===== src/rtl/cuc_pkg.sv =====
package cuc_pkg;
  typedef enum logic [1:0] {
    OP_HOLD = 2'd0,
    OP_LOAD = 2'd1,
    OP_INC  = 2'd2,
    OP_DEC  = 2'd3
  } cnt_op_e;
endpackage


===== src/rtl/cuc_op_decode.sv =====
// Resolves load over enable, enable over hold.
module cuc_op_decode
  import cuc_pkg::*;
(
  input  logic    load,
  input  logic    cnt_en,
  input  logic    count_up,
  output cnt_op_e op
);
  always_comb begin
    if (load)        op = OP_LOAD;
    else if (!cnt_en) op = OP_HOLD;
    else if (count_up) op = OP_INC;
    else              op = OP_DEC;
  end
endmodule


===== src/rtl/cuc_next_count.sv =====
// Next-state value for the count register; wraps modulo 2^WIDTH.
module cuc_next_count
  import cuc_pkg::*;
#(
  parameter int WIDTH = 8
) (
  input  cnt_op_e          op,
  input  logic [WIDTH-1:0] cur,
  input  logic [WIDTH-1:0] load_data,
  output logic [WIDTH-1:0] nxt
);
  localparam logic [WIDTH-1:0] ONE = WIDTH'(1);

  always_comb begin
    unique case (op)
      OP_LOAD: nxt = load_data;
      OP_INC:  nxt = cur + ONE;
      OP_DEC:  nxt = cur - ONE;
      default: nxt = cur;
    endcase
  end
endmodule


===== src/rtl/cuc_term_detect.sv =====
// Direction-dependent terminal count and chain enable, held low during clear.
module cuc_term_detect #(
  parameter int WIDTH = 8
) (
  input  logic             clr_a,
  input  logic             cnt_en,
  input  logic             count_up,
  input  logic [WIDTH-1:0] cur,
  output logic             term_cnt,
  output logic             en_out
);
  logic [WIDTH-1:0] ones_run;
  logic [WIDTH-1:0] zeros_run;

  // Ripple AND chains, one cell per bit.
  genvar b;
  generate
    for (b = 0; b < WIDTH; b++) begin : g_bit
      if (b == 0) begin : g_first
        assign ones_run[b]  = cur[b];
        assign zeros_run[b] = ~cur[b];
      end else begin : g_rest
        assign ones_run[b]  = ones_run[b-1] & cur[b];
        assign zeros_run[b] = zeros_run[b-1] & ~cur[b];
      end
    end
  endgenerate

  logic hit;
  assign hit      = count_up ? ones_run[WIDTH-1] : zeros_run[WIDTH-1];
  assign term_cnt = hit & ~clr_a;
  assign en_out   = term_cnt & cnt_en;
endmodule


===== src/rtl/cascade_updn_counter.sv =====
module cascade_updn_counter
  import cuc_pkg::*;
#(
  parameter int WIDTH = 8
) (
  input  logic             clk,
  input  logic             clr_a,
  input  logic             load,
  input  logic             cnt_en,
  input  logic             count_up,
  input  logic [WIDTH-1:0] load_data,
  output logic [WIDTH-1:0] count,
  output logic             term_cnt,
  output logic             en_out
);
  cnt_op_e          op;
  logic [WIDTH-1:0] cnt_q;
  logic [WIDTH-1:0] cnt_d;

  cuc_op_decode u_dec (
    .load     (load),
    .cnt_en   (cnt_en),
    .count_up (count_up),
    .op       (op)
  );

  cuc_next_count #(.WIDTH(WIDTH)) u_nxt (
    .op        (op),
    .cur       (cnt_q),
    .load_data (load_data),
    .nxt       (cnt_d)
  );

  always_ff @(posedge clk or posedge clr_a) begin
    if (clr_a) cnt_q <= '0;
    else       cnt_q <= cnt_d;
  end

  cuc_term_detect #(.WIDTH(WIDTH)) u_tc (
    .clr_a    (clr_a),
    .cnt_en   (cnt_en),
    .count_up (count_up),
    .cur      (cnt_q),
    .term_cnt (term_cnt),
    .en_out   (en_out)
  );

  assign count = cnt_q;
endmodule


===== config.mk =====
export PLATFORM = sky130hd
export DESIGN_NAME = cascade_updn_counter
export DESIGN_NICKNAME = d
export VERILOG_FILES = /design/src/rtl/cuc_pkg.sv /design/src/rtl/cuc_op_decode.sv /design/src/rtl/cuc_next_count.sv /design/src/rtl/cuc_term_detect.sv /design/src/rtl/cascade_updn_counter.sv
export SDC_FILE = /design/constraint.sdc
export NUM_CORES = 1
export LEC_CHECK = 0
export ABC_AREA = 1
export CAP_MARGIN = 10
export CORE_MARGIN = 2
export CORE_UTILIZATION = 40
export CTS_CLUSTER_DIAMETER = 30
export DETAILED_ROUTE_END_ITERATION = 16
export DONT_BUFFER_PORTS = 1
export GPL_TIMING_DRIVEN = 0
export MAX_ROUTING_LAYER = met4
export SLEW_MARGIN = 15
export SYNTH_ARGS = -nofsm -noshare
export SYNTH_HDL_FRONTEND = slang
export SYNTH_HIERARCHICAL = 1
export SYNTH_SLANG_ARGS = --single-unit
export TNS_END_PERCENT = 30

===== constraint.sdc =====
create_clock -name clk -period 1.3 [get_ports clk]
set_input_delay 0 -clock clk [delete_from_list [all_inputs] [get_ports clk]]
set_output_delay 0 -clock clk [all_outputs]
set_load 0.005 [all_outputs]

## Word-level counts from Yosys, hierarchy flattened

Cells that the tools add are included.

- Register bits: 8
- Input port bits: 13
- Output and inout bits: 10
- Word-level logic and storage cells: 37

- Add/sub/neg operators: 2
- Equality and inequality tests: 3
- Muxes and demuxes: 5
- Bitwise logic cells: 25
- Reductions and logical operators: 1

Operator list:

| operator | number |
|---|---|
| $pmux 8 s3 | 1 |
| $and 1x1->1 | 16 |
| $not 1->1 | 9 |
| $add 8x1->8 const B | 1 |
| $sub 8x1->8 const B | 1 |
| $eq 2x2->1 const B | 2 |
| $mux 2 | 2 |
| $reduce_bool 3->1 | 1 |
| $eq 2x1->1 const B | 1 |
| $mux 1 | 2 |

## Depth between registers and ports, before layout

- Depth in word-level cells: 11
- Depth in mapped cells: 18
- Depth with buffers taken out: 17

## Cells and area by module

Netlist, hierarchy kept.

By module, submodules not included:

| module | instances | cells each | area an instance (um^2) | seq. area each (um^2) |
|---|---|---|---|---|
| cuc_next_count | 1 | 111 | 596.8 | 0.0 |
| cascade_updn_counter | 1 | 9 | 203.9 | 200.2 |
| cuc_term_detect | 1 | 20 | 101.3 | 0.0 |
| cuc_op_decode | 1 | 6 | 25.0 | 0.0 |

## Least setup slack after synthesis

Ideal clock, no wire load.

- Path kind: register to register
- Start point: register cnt_q[1], in the netlist count[1]
- End point: register cnt_q[6], in the netlist count[6]
- Setup time: 0.117 ns
- Arrival: 1.332 ns
- Data required time: 1.183 ns
- Setup slack: -0.149 ns
- Cell stages (with the launch flop): 15
- Path buffers: 0
- Period minus slack after synthesis: 1.449 ns
- Cell sequence: dfrtp_1 -> inv_1 -> nand2_2 -> nand2_1 -> inv_1 -> ha_1 -> inv_1 -> nand2_1 -> nand3_1 -> nor2_2 -> nand2_1 -> nand2_1 -> nand2_1 -> nand3_1 -> nand2_1

- Longest elaborated chain between the ends: 2
- Elaborated cells between the ends (all ways): 3
- Classes of those cells: add/sub (2); mux (1)

RTL lines:

| element | RTL line | RTL |
|---|---|---|
| start: declaration | cascade_updn_counter.sv:17 | `logic [WIDTH-1:0] cnt_q;` |
| start signal: assignment | cascade_updn_counter.sv:36 | `else cnt_q <= cnt_d;` |
| $sub 8x1->8 or $add 8x1->8 (tied branches) | cuc_next_count.sv:18, cuc_next_count.sv:17 |  |
| $pmux 8 s3 * | cuc_next_count.sv:15 | `unique case (op)` |
| net cnt_d[6] | cascade_updn_counter.sv:18 | `logic [WIDTH-1:0] cnt_d;` |

Mark *: on every way through the listed nets, which the timed path passes. The rest lies on a longest branch.
A chain may end at the register's enable or synchronous reset.

## Final worst setup path

Ends and elaborated chain as after synthesis.

==> results.md <==
* Status: finished, violations left
* Failing checks: setup timing
* Synthesized netlist cell count at 146
* Syn Area/Cell at between 6 and 7 µm²
* Setup ws final at -0.3059 ns
* Layout Nets at between 150 and 200
* CTS tree: yes
* Final Non-Filler Cells at just under 200
* Core Footprint at 2212 µm²
* Yosys top cell area share at a little over a fifth
* Layout cell share with drive strength beyond 1 at between 30% and 40%
* Most frequent cells in the layout: nand2_1, inv_1, nand3_1, nand2_2, buf_4
* Buffers on Ports at 0
* CP max FO at 5
* Syn Nets at between 150 and 200
* Clock Pin Slew Worst Setup and Hold Paths at ~0.060 ns
* Clock sinks at 8
* Multi-input gate area at between 600 and 700 µm²
* Synth Area in XOR/XNOR at less than 1%
* Synth Register Bits at 8
* Fillcell total at 226
* HP Class: in -> out
* Cell variety after synth at 24
* Initial Util at a little over two fifths
* Cell mode on critical path: nand2_1
* Pwr dens at between 900 and 1000 nW/µm²
* Simple-Gate Fraction of Synth Area at about half
* TritonCTS Buffers at 3
* CP Capture Type: flip-flop
* Largest delay share family, worst path: simple AND/OR/NAND/NOR gates
* Iteration-0 DRC Markers at 34
* Largest net degree at the start of global routing at 11
* Worst path bufs/invs at 3
* Height of the die at between 50 and 60 µm
* Peak Freq at around 620 MHz
* Die X at about 52 µm
* Clock Tree Buf Depth at 2
* Cell leakage power at approximately 0.00067 µW
* Row cnt at 17
* Leading area contributor after synthesis: dfrtp_1
* CTS HTree Levels at 1
* WP data required at 1.44 ns
* Mux cell area share after synthesis at 0%
* Largest family of logic cells by synthesized area: simple AND/OR/NAND/NOR gates
* Worst VDD drop at between 0.6 and 0.7 mV
* Via count at roughly 1,000
* Max Cap Viol at 0
* Final period util at 123.5%
* Minimum clock period at around 1.6 ns
* Slowest stage delay, CP at between 0.4 and 0.5 ns
* Sequential cell area at 202.7 µm²
* DR pass1 iterations at 4
* Fin. Hold Viols at 0
* Final wirelength at approximately 2500 µm
* Worst-Skew Late Latency at 0.25 ns
* Dpl cells at ~170
* DRT antenna net count at 0
* First-pass GRT wire length at 4146 µm
* Crit-path cells: inv_2 > nand2_2 > nand2_1 > inv_1 > ha_2 > inv_2 > nand2_2 > nand3_4 > nor2_4 > nand2_2 > nand2_1 > nand2_1 > nand3_2 > nand2_1
* CP arrival at 1.74 ns
* Mapped Area at 927.1 µm²
* Setup-failing EPs final at 9
* Least-Margin Pin Slew at 0.3453 ns
* Vias in the first global route at approximately 970
* Die area at ~2700 µm²
* Post-synthesis compound-gate area fraction at ~8.8%
* Synthesized-area fraction occupied by adder cells at under 10%
* Average wire per standard cell at roughly 13 µm
* GP Congestion at 0.8474
* Register area share after synthesis at 21.59%
* Gr ovfl total at 0
* RSZ-0062 raised after global routing: yes
* Final setup TNS at -1.499 ns
* Synth top area cells: dfrtp_1, nand2_1, inv_1, nand3_1, nand2_2
* Crit Path Class: reg -> reg
* Area Overhead vs Synth at 32.79%
* CTS Root Cell: clkbuf_4
* Synth warn at 6
* Dpl hpwl at 1607 µm
* Ant. Diodes at 0
* Fin. max-slew vios at 0
* IO Count at 23
* Clock Skews at roughly 0.0082 ns
* Slew HR at 76.95%
* Commonest non-fill, non-tap cell in the layout: nand2_1
* Max reg flops at 8
* Slowest-stage cell, CP: dfrtp_2
* Via-to-Cell Ratio at between 5 and 6
* # DRC at 0
* Global-route total usage across every layer at about 21%
* Initial antenna violation count at 0
* CP Launch Type: flip-flop
[layer usage]
| layer | global-route usage, % | wire [µm] |
|---|---|---|
| met5 | - | 0 |
| met3 | 2.874 | 138 |
| met4 | 11.11 | 63 |
| met2 | 35.23 | 1323 |
| met1 | 23.62 | 1013 |
[repair_timing]
action	4_1_cts	5_1_grt
pin swaps	7	0
resized for setup	9	6
setup buffers	10	1
hold endpoints to repair	16	0
endpoints found under the setup margin	8	9
hold buffers	9	0
[cell type report]
type                       instances  share of cell area, %
tap                               28                  2.846
sequential                         8                  16.46
timing repair buffer              20                  14.02
inverter                          29                  8.841
clock buffer                       4                  2.134
multi-input combinational        106                  52.64
buffer                             3                  3.049
[synth_stat cells]
master	n
nor2_2	6
buf_6	2
o21ai_0	4
a21oi_1	2
inv_2	4
o21ai_2	1
a22o_1	1
nand2_8	1
nand3_2	2
dfrtp_1	8
buf_8	1
nand3_1	17
inv_1	25
o211ai_1	3
or2_1	2
nand2_1	45
nand2_2	9
nor2_1	6
xor2_1	1
o21bai_2	1
nand3_4	1
nand3b_4	1
nor3_1	1
ha_1	2
[final timing paths]
check / from / end / slack [ns] / cells past startpoint
max in group asynchronous: clr_a / count[3] / 0.93 / 2
min reg2reg: count[3] / count[3] / 0.64 / 2
min in group asynchronous: clr_a / count[2] / 0.13 / 2
max reg2reg: count[1] / count[6] / -0.31 / 14
max: count[1] / count[6] / -0.31 / 14
min: cnt_en / en_out / 0.09 / 2
[power by group]
group,internal [µW],switching [µW]
Clock,117,82.0
Sequential,290,87.6
Combinational,242,294
[kinds of logic after synthesis]
logic type,count (synthesis)
AO/OA/AOI/OAI,12
XOR/XNOR,1
buffers and inverters,32
AND/OR/NAND/NOR,91
flip-flops,8
adder cells (fa/ha/maj),2
[stage by stage]
stage                     util [%]  setup slack, ns  hold WS, ns  area [µm²]  total power (µW)
after CTS                    54.41          -0.2219      0.08620        1204              1070
final                        55.66          -0.3059      0.08610        1231              1113
after floorplan                  -         -0.09705      -0.1844       933.4             672.5
after detailed placement     43.78          -0.2737      -0.1537       968.4             748.6
after global routing         55.66          -0.4181      0.08842        1231              1202
after global placement       43.78          -0.2491      -0.1541       968.4             743.0
Note: power is estimated with default switching activity, not from simulation.
